--- src/rtl/tcx_pkg.sv ---
package tcx_pkg;

  typedef logic [15:0][7:0]  blk_t;
  typedef logic [255:0][7:0] lut_t;

  typedef enum logic {S_IDLE, S_RUN} fsm_e;

  function automatic logic [7:0] xt(input logic [7:0] a);
    return {a[6:0], 1'b0} ^ (a[7] ? 8'h1b : 8'h00);
  endfunction

  // byte slot in a packed block for column c, row r (byte 0 is the top byte)
  function automatic int idx(input int c, input int r);
    return 15 - (4 * c + r);
  endfunction

  // left rotation of row r for the selected mode
  function automatic int rot_amt(input logic md, input int r);
    int a;
    if (md) begin
      case (r)
        0: a = 1;
        1: a = 3;
        2: a = 0;
        default: a = 2;
      endcase
    end else begin
      case (r)
        0: a = 2;
        1: a = 0;
        2: a = 3;
        default: a = 1;
      endcase
    end
    return a;
  endfunction

  // S-box built from exp/log tables with generator 03, then the affine map
  function automatic lut_t mk_sbox();
    lut_t ex, lg, res;
    logic [7:0] p, inv, v;
    ex = '0;
    lg = '0;
    res = '0;
    p = 8'h01;
    for (int i = 0; i < 255; i++) begin
      ex[8'(i)] = p;
      lg[p] = 8'(i);
      p = p ^ xt(p);
    end
    for (int x = 0; x < 256; x++) begin
      if (x == 0) inv = 8'h00;
      else inv = ex[8'((255 - int'(lg[8'(x)])) % 255)];
      for (int b = 0; b < 8; b++) begin
        v[b] = inv[b] ^ inv[(b + 4) % 8] ^ inv[(b + 5) % 8] ^
               inv[(b + 6) % 8] ^ inv[(b + 7) % 8];
      end
      res[8'(x)] = v ^ 8'h63;
    end
    return res;
  endfunction

  function automatic lut_t mk_sbox3(input lut_t s);
    lut_t res;
    for (int x = 0; x < 256; x++) res[8'(x)] = s[s[s[8'(x)]]];
    return res;
  endfunction

  localparam lut_t SBOX1 = mk_sbox();
  localparam lut_t SBOX3 = mk_sbox3(SBOX1);

endpackage

--- src/rtl/tcx_sub.sv ---
module tcx_sub
  import tcx_pkg::*;
#(
  parameter int NBYTES = 16,
  parameter bit TRIPLE = 1'b1
) (
  input  logic [NBYTES*8-1:0] din,
  output logic [NBYTES*8-1:0] dout
);

  for (genvar g = 0; g < NBYTES; g++) begin : g_byte
    if (TRIPLE) begin : g_tri
      assign dout[g*8 +: 8] = SBOX3[din[g*8 +: 8]];
    end else begin : g_one
      assign dout[g*8 +: 8] = SBOX1[din[g*8 +: 8]];
    end
  end

endmodule

--- src/rtl/tcx_keystep.sv ---
module tcx_keystep
  import tcx_pkg::*;
(
  input  logic [127:0] rk_i,
  input  logic [7:0]   rcon_i,
  output logic [127:0] rk_o
);

  logic [31:0] w0, w1, w2, w3, rot, subw, tmp;
  logic [31:0] n0, n1, n2, n3;

  assign w0  = rk_i[127:96];
  assign w1  = rk_i[95:64];
  assign w2  = rk_i[63:32];
  assign w3  = rk_i[31:0];
  assign rot = {w3[23:0], w3[31:24]};

  tcx_sub #(.NBYTES(4), .TRIPLE(1'b0)) u_subw (
    .din  (rot),
    .dout (subw)
  );

  always_comb begin
    tmp = subw ^ {rcon_i, 24'h000000};
    n0  = w0 ^ tmp;
    n1  = w1 ^ n0;
    n2  = w2 ^ n1;
    n3  = w3 ^ n2;
    rk_o = {n0, n1, n2, n3};
  end

endmodule

--- src/rtl/tcx_round.sv ---
module tcx_round
  import tcx_pkg::*;
(
  input  blk_t        st_i,
  input  logic [127:0] rk_i,
  input  logic        mode_i,
  input  logic        last_i,
  output blk_t        st_o
);

  blk_t sb, sh, mx;
  logic [7:0] a0, a1, a2, a3;

  tcx_sub #(.NBYTES(16), .TRIPLE(1'b1)) u_sub (
    .din  (st_i),
    .dout (sb)
  );

  always_comb begin
    sh = '0;
    for (int c = 0; c < 4; c++) begin
      for (int r = 0; r < 4; r++) begin
        sh[idx(c, r)] = sb[idx((c + rot_amt(mode_i, r)) % 4, r)];
      end
    end
  end

  always_comb begin
    mx = '0;
    a0 = '0; a1 = '0; a2 = '0; a3 = '0;
    for (int c = 0; c < 4; c++) begin
      a0 = sh[idx(c, 0)];
      a1 = sh[idx(c, 1)];
      a2 = sh[idx(c, 2)];
      a3 = sh[idx(c, 3)];
      mx[idx(c, 0)] = xt(a0) ^ xt(a1) ^ a1 ^ a2 ^ a3;
      mx[idx(c, 1)] = a0 ^ xt(a1) ^ xt(a2) ^ a2 ^ a3;
      mx[idx(c, 2)] = a0 ^ a1 ^ xt(a2) ^ xt(a3) ^ a3;
      mx[idx(c, 3)] = xt(a0) ^ a0 ^ a1 ^ a2 ^ xt(a3);
    end
  end

  assign st_o = (last_i ? sh : mx) ^ rk_i;

endmodule

--- src/rtl/tcx_enc_core.sv ---
module tcx_enc_core
  import tcx_pkg::*;
#(
  parameter int ROUNDS = 10
) (
  input  logic         clk,
  input  logic         rst_n,
  input  logic         load_i,
  input  logic         mode_i,
  input  logic [127:0] plain_i,
  input  logic [127:0] key_i,
  output logic [127:0] cipher_o,
  output logic         done_o
);

  localparam int RW = $clog2(ROUNDS + 1);

  fsm_e         fsm_q, fsm_d;
  blk_t         st_q, st_d, rnd_out;
  logic [127:0] rk_q, rk_d, rk_next;
  logic [7:0]   rcon_q, rcon_d;
  logic [RW-1:0] rnd_q, rnd_d;
  logic         mode_q;
  logic [127:0] ct_q;
  logic         done_q, done_d;
  logic         accept, run, last, st_en, ct_en;

  tcx_keystep u_key (
    .rk_i   (rk_q),
    .rcon_i (rcon_q),
    .rk_o   (rk_next)
  );

  tcx_round u_round (
    .st_i   (st_q),
    .rk_i   (rk_next),
    .mode_i (mode_q),
    .last_i (last),
    .st_o   (rnd_out)
  );

  // next-state logic
  always_comb begin
    accept = (fsm_q == S_IDLE) && load_i;
    run    = (fsm_q == S_RUN);
    last   = (rnd_q == RW'(ROUNDS));
    st_en  = accept || run;
    ct_en  = run && last;
    done_d = run && last;

    fsm_d = fsm_q;
    case (fsm_q)
      S_IDLE:  if (load_i) fsm_d = S_RUN;
      default: if (last)   fsm_d = S_IDLE;
    endcase

    st_d   = accept ? blk_t'(plain_i ^ key_i) : rnd_out;
    rk_d   = accept ? key_i : rk_next;
    rcon_d = accept ? 8'h01 : xt(rcon_q);
    rnd_d  = accept ? RW'(1) : rnd_q + RW'(1);
  end

  // registers
  always_ff @(posedge clk or negedge rst_n) begin
    if (!rst_n) begin
      fsm_q  <= S_IDLE;
      done_q <= 1'b0;
    end else begin
      fsm_q  <= fsm_d;
      done_q <= done_d;
    end
  end

  always_ff @(posedge clk or negedge rst_n) begin
    if (!rst_n) begin
      st_q   <= '0;
      rk_q   <= '0;
      rcon_q <= '0;
      rnd_q  <= '0;
    end else if (st_en) begin
      st_q   <= st_d;
      rk_q   <= rk_d;
      rcon_q <= rcon_d;
      rnd_q  <= rnd_d;
    end
  end

  always_ff @(posedge clk or negedge rst_n) begin
    if (!rst_n) mode_q <= 1'b0;
    else if (accept) mode_q <= mode_i;
  end

  always_ff @(posedge clk or negedge rst_n) begin
    if (!rst_n) ct_q <= '0;
    else if (ct_en) ct_q <= rnd_out;
  end

  assign cipher_o = ct_q;
  assign done_o   = done_q;

endmodule

--- config.mk ---
export PLATFORM = sky130hd
export DESIGN_NAME = tcx_enc_core
export DESIGN_NICKNAME = d
export VERILOG_FILES = /design/src/rtl/tcx_pkg.sv /design/src/rtl/tcx_sub.sv /design/src/rtl/tcx_keystep.sv /design/src/rtl/tcx_round.sv /design/src/rtl/tcx_enc_core.sv
export SDC_FILE = /design/constraint.sdc
export NUM_CORES = 2
export LEC_CHECK = 0
export BUFFER_PORTS_ARGS = -buffer_cell sky130_fd_sc_hd__buf_4
export CAP_MARGIN = 0
export CORE_MARGIN = 2
export CORE_UTILIZATION = 58
export DETAILED_ROUTE_END_ITERATION = 16
export PLACE_DENSITY = 0.86
export RECOVER_POWER = 50
export SYNTH_ARGS = -nofsm -noshare
export SYNTH_HDL_FRONTEND = slang
export SYNTH_SLANG_ARGS = --single-unit
--- constraint.sdc ---
create_clock -name clk -period 4 [get_ports clk]
set_input_delay 0.2 -clock clk [delete_from_list [all_inputs] [get_ports clk]]
set_output_delay 0.2 -clock clk [all_outputs]
set_load 0.02 [all_outputs]
==> Yosys cells after proc, flatten, opt, wreduce, memory -nomap -nowiden <==
Memory sizes are Yosys's and may differ from the RTL's.
Index checks and enable logic that the tools add are counted.
{ "word_totals": {"output_inout_bits": 129, "n_memories": 20, "ramBits": 0, "word_cells": 342, "romBits": 40960, "regBits": 399, "latchBits": 0, "input_bits": 260} }
{ "mem_list": {"columns": ["memory", "depth", "word_bits", "rd", "rd_clocked_by_memory_dff", "wr", "line_no", "source"], "rows": [
  ["(name not given)", 256, 8, 1, 0, 0, "tcx_sub.sv:13", "assign dout[g*8 +: 8] = SBOX3[din[g*8 +: 8]];"],
  ["(name not given)", 256, 8, 1, 0, 0, "tcx_sub.sv:13", null],
  ["(name not given)", 256, 8, 1, 0, 0, "tcx_sub.sv:13", null],
  ["(name not given)", 256, 8, 1, 0, 0, "tcx_sub.sv:13", null],
  ["(name not given)", 256, 8, 1, 0, 0, "tcx_sub.sv:13", null],
  ["(name not given)", 256, 8, 1, 0, 0, "tcx_sub.sv:13", null],
  ["+14 memories", null, null, null, null, null, null, null]
]} }
{ "classes": {"div_mod_pow": 0, "n_lt_le_gt_ge": 36, "multipliers": 0, "muxes": 97, "shift": 0, "eq_ne": 1, "n_bitwise": 105, "addsub": 41, "n_reduce_logical": 19} }
{ "op_table": {"columns": ["cell", "count"], "rows": [
  ["XOR 8 bit", 80],
  ["binary-select mux 8 bit (select 4 bit)", 16],
  ["< comparator 32 x 6 -> 1 bit, second input constant", 16],
  ["two-way mux 8 bit", 53],
  ["two-way mux 128 bit", 3],
  ["subtractor 5 x 32 -> 32 bit, first input constant", 12],
  ["XOR 128 bit", 2],
  ["< comparator 8 x 9 -> 1 bit, second input constant", 20],
  ["XOR 32 bit", 5],
  ["two-way mux 5 bit", 17],
  ["adder 5 x 3 -> 6 bit, second input constant", 8],
  ["OR reduction 2 bit", 16],
  ["adder 5 x 2 -> 6 bit, second input constant", 4],
  ["subtractor 5 x 5 -> 6 bit, first input constant", 4],
  ["adder 2 bit, first input constant", 8],
  ["AND 1 bit, first input constant", 16],
  ["adder 1 x 2 -> 2 bit, first input constant", 4],
  ["two-way mux 2 bit", 4],
  ["XOR 8 x 5 -> 8 bit", 1],
  ["adder 4 x 1 -> 4 bit, second input constant", 1],
  ["== test 4 bit, second input constant", 1],
  ["two-way mux 4 bit", 1],
  ["two-way mux 1 bit", 3],
  ["logical AND 1 bit", 2],
  ["other kinds (2)", 2]
]} }

==> Longest topological paths before layout <==
{ "logic_depth": {"word_depth": 18, "ltp_mapped": 13, "mapped_depth_nobuf": 11} }

==> By module <==
A second synthesis with hierarchy kept.
{ "hier_totals": {"cells_unflattened": 4382, "hier_area_um2": 38878.5} }
{ "by_module_without_submodules": {"columns": ["mod", "seq_area_each_um2", "area_each_um2", "cells_each", "instances"], "rows": [
  ["tcx_enc_core", 9984.6, 18595.3, 1564, 1],
  ["tcx_round", 0.0, 9939.5, 1155, 1],
  ["tcx_sub at u_key.u_subw", 0.0, 4636.9, 754, 1],
  ["tcx_sub at u_round.u_sub", 0.0, 4156.5, 734, 1],
  ["tcx_keystep", 0.0, 1550.2, 175, 1]
]} }

==> Least setup slack after synthesis <==
No wires, ideal clock.
{ "synth_path": {"path_kind": "reg-to-reg", "startpoint": "register rk_q[9]", "endpoint": "register st_q[52] in the netlist's numbering", "t_arrival_ns": 3.367, "setup_ns": 0.116, "t_required_ns": 3.884, "synth_period_minus_slack_ns": 3.483, "path_buffers": 2, "path_stages_with_launch": 13, "slack_ns": 0.517, "path_cell_list": "dfrtp_1 buf_2 buf_2 inv_2 ha_1 or2_2 a31o_2 o221a_2 a311o_2 xor2_2 xor3_1 nand2_1 o311ai_0"} }
{ "synth_between": {"elab_chain_cells": 8} }
{ "synth_lines": {"columns": ["item", "line_no", "source"], "rows": [
  ["from (decl)", "tcx_enc_core.sv:20", "logic [127:0] rk_q, rk_d, rk_next;"],
  ["from (signal assigned)", "tcx_enc_core.sv:82", "rk_q <= rk_d;"],
  ["memory (256 x 8 bit)", null, null],
  ["two-way mux 8 bit (implied by the code)", "tcx_sub.sv:15", "assign dout[g*8 +: 8] = SBOX1[din[g*8 +: 8]];"],
  ["XOR 32 bit", "tcx_keystep.sv:24", "tmp = subw ^ {rcon_i, 24'h000000};"],
  ["XOR 32 bit", "tcx_keystep.sv:25", "n0 = w0 ^ tmp;"],
  ["XOR 32 bit", "tcx_keystep.sv:26", "n1 = w1 ^ n0;"],
  ["XOR 32 bit", "tcx_keystep.sv:27", "n2 = w2 ^ n1;"],
  ["XOR 128 bit", "tcx_round.sv:43", "assign st_o = (last_i ? sh : mx) ^ rk_i;"],
  ["two-way mux 128 bit", "tcx_enc_core.sv:57", "st_d = accept ? blk_t'(plain_i ^ key_i) : rnd_out;"],
  ["to (signal assigned)", "tcx_enc_core.sv:81", "st_q <= st_d;"],
  ["to (decl)", "tcx_enc_core.sv:19", "blk_t st_q, st_d, rnd_out;"]
]} }
Every way passes these cells. The select of a mux whose other input is x is not followed.
A chain may end at the register's enable or synchronous reset.

==> Worst setup path in the final report <==
{ "layout_path": {"startpoint": "register rk_q[11]", "endpoint": "register rk_q[19]"} }
{ "layout_between": {"elab_chain_cells": 8} }
{ "layout_lines": {"columns": ["item", "line_no", "source"], "rows": [
  ["memory (256 x 8 bit)", null, null],
  ["two-way mux 8 bit (implied by the code)", "tcx_sub.sv:15", null],
  ["XOR 32 bit", "tcx_keystep.sv:24", null],
  ["XOR 32 bit", "tcx_keystep.sv:25", null],
  ["XOR 32 bit", "tcx_keystep.sv:26", null],
  ["XOR 32 bit", "tcx_keystep.sv:27", null],
  ["XOR 32 bit", "tcx_keystep.sv:28", "n3 = w3 ^ n2;"],
  ["two-way mux 128 bit", "tcx_enc_core.sv:58", "rk_d = accept ? key_i : rk_next;"]
]} }
Every way passes these cells. The select of a mux whose other input is x is not followed.

==> impl_metrics.yaml <==
placement:
  hpwlAfterDp_mm: 151
  place.port_buffers: 372
  gp_congestion: 1.13
critical_path:
  critical_path.reg2reg.startpoint: "rk_q[11]"
  slowest_delay_ps: 890
  crit_chain: "nand2_1 > o221a_2 > o221ai_1 > o311ai_1 > buf_4 > xnor2_2 > xor2_1 > inv_1 > o32ai_1 > a21oi_1"
  crit_fanout: 20
  startpoint: "rk_q[11]"
  path_class: "reg2reg"
  crit_buf_inv: 2
  cp.arrival_ps: 4400
  required_ps: 4500
  path_delay_family: "compound AO/OA/AOI/OAI gates"
  start_kind: "register"
  critPathCaptureType: "register"
  crit_slowest_cell: "dfrtp_1"
grt:
  antenna_found_initial: 22
  track_usage_pct: 54.6
  gr-total-overflow: 0
  grt_max_degree: 126
  grt_pass1_vias: 40127
  grt_pass1_wl_mm: 278
yosys:
  synth-seq-cells: 383
  synthesis.instances: 4803
  synth_top_area_share_pct: 24.3
  yosysWarnings: 0
  synth_edf_count: 0
  post-synth-top-area-cell: "dfrtp_1"
  synthTopCellsByArea: "dfrtp_1, xnor2_1, o21ai_0"
  synth-main-ff-cell: "dfrtp_1"
  synth_area_um2: 39400
  ys_top_cells_by_count: "xnor2_1, o21ai_0, nor2_1, nand2_1, dfrtp_1"
  yosysSeqAreaShare_pct: 24.3
  avgSynthCellArea_um2: 8.21
  synth.distinct_cells: 131
  syn_nets: 5090
  yosysMostFrequentCell: "xnor2_1"
  async_reset_ff_share_pct: 100
sta:
  fin_crit_sh_pct: 97.4
  worst_pin_slew_ps: 3060
  fin_setup_tns_ps: 0
  relSlewSlack_pct: -104
  hold_viol: 0
  fin_crit_ps: 3900
  skew_ps: 30.1
  drv_slew: 46
  rsz0062_at_grt: "no"
  setup_viol: 0
  fmax_ghz: 0.257
cts:
  clk_pin_slew_ps: 70
  cts_buffers: 46
  cts_max_level: 2
  cts.sinks: 383
  cts_tree: "done"
  cts_root_buf: "clkbuf_16"
  cts_setup_buffers: 0
  cts_buffer_depth: 3
  insertion_delay_ps: 630
  cts_resized: 0
  postCtsHoldBufs: 125
final_layout:
  syn2layout_area_growth_pct: 19.5
  fin_nets: 5582
  layout-drive-gt1-share_pct: 18.0
route:
  wl_mm: 197
  ant_nets: 0
  vias: 43888
  drc: 0
  firstDrtPassIters: 10
  drtIter0Drc: 7732
  viasPerCell: 7.06
  wire_per_inst_um: 31.8
die:
  core_um2: 67300
  die-area_um2: 70100
  rows: 95
  initial_core_util_pct: 58.6
  io_pins: 389
  die_width_um: 265
  dieHeight_um: 265
run_status:
  violations: "max-capacitance violations, max-slew violations"
  outcome: "complete, but fails checks"
hold_path:
  worstHoldStart: "plain_i[98]"
  hold_path_class: "in2reg"
job:
  cap_violations: 1
layout make-up:
type	instances	area (um^2)
fillers	5314	20100
repair buffers	846	6660
diodes	8	20.0
well taps	873	1090
clock inverters	23	343
flip-flops and latches	383	9590
inverters	98	375
multi-input cells	3920	27700
clock buffers	63	1310
layout by cell type (no fill, tap or decap), drive strengths merged, types with 98 or more instances in the layout:
cell,Yosys,final
clkbuf,231,136
a21oi,314,314
nand2,388,388
xor2,157,157
o21ai,448,448
nor2,394,394
buf,171,648
xnor2,458,458
inv,96,98
dfrtp,383,383
dlygate4sd3,0,125
nand3,127,127
kinds of logic after synthesis:
logic type               after synthesis  share of synthesized area, %
AO/OA/AOI/OAI                       1537                          26.6
XOR/XNOR                             702                          19.7
adder cells (fa/ha/maj)               27                         0.857
buffers and inverters                500                          5.44
flip-flops                           383                          24.3
multiplexers                         106                          3.04
AND/OR/NAND/NOR                     1548                          20.1
final timing paths:
check                          endpoint  slack (ps)  cells after the start
max                            rk_q[19]         100                     10
min                            st_q[98]          20                      5
max reg2reg                    rk_q[19]         100                     10
min reg2reg                cipher_o[42]         480                      2
max in group asynchronous       rk_q[8]         560                      3
min in group asynchronous  cipher_o[64]        1130                      2
worst min-delay path: stages:
cell	delay (ps)
buf_4	80
xnor2_1	50
nand2_1	70
o211ai_1	90
o21ai_0	110
registers in the layout, indices dropped and copies added (netlist names):
signal / flops
st_q: 112
rnd_q: 4
rcon_q: 8
rk_q: 128
mode_q: 1
cipher_o: 128
fsm_q: 1
done_o: 1
layer usage:
metal,vias to the layer above,track usage (%),routed length (um)
met3,919,23.7,32700
met2,3699,75.3,77900
met1,20816,67.4,68100
met5,-,0,108
met4,16,39.9,18700
li1,18438,-,-
metrics by stage:
step / worst slack (ps) / util, % / instances / cell area, um^2 / hold slack (ps)
floorplan: 517 / - / 4803 / 39400 / -95.6
global placement: 399 / 66.1 / 5995 / 44500 / 136
detailed placement: 363 / 66.1 / 5995 / 44500 / 139
CTS: 351 / 70.4 / 6206 / 47400 / 3.50
global route: 85.3 / 70.0 / 6207 / 47100 / 33.9
finish: 104 / 70.1 / 6214 / 47100 / 22.3
Power is not shown: default switching activity piles up to over one toggle a cycle in this logic, so the estimate is an artifact.
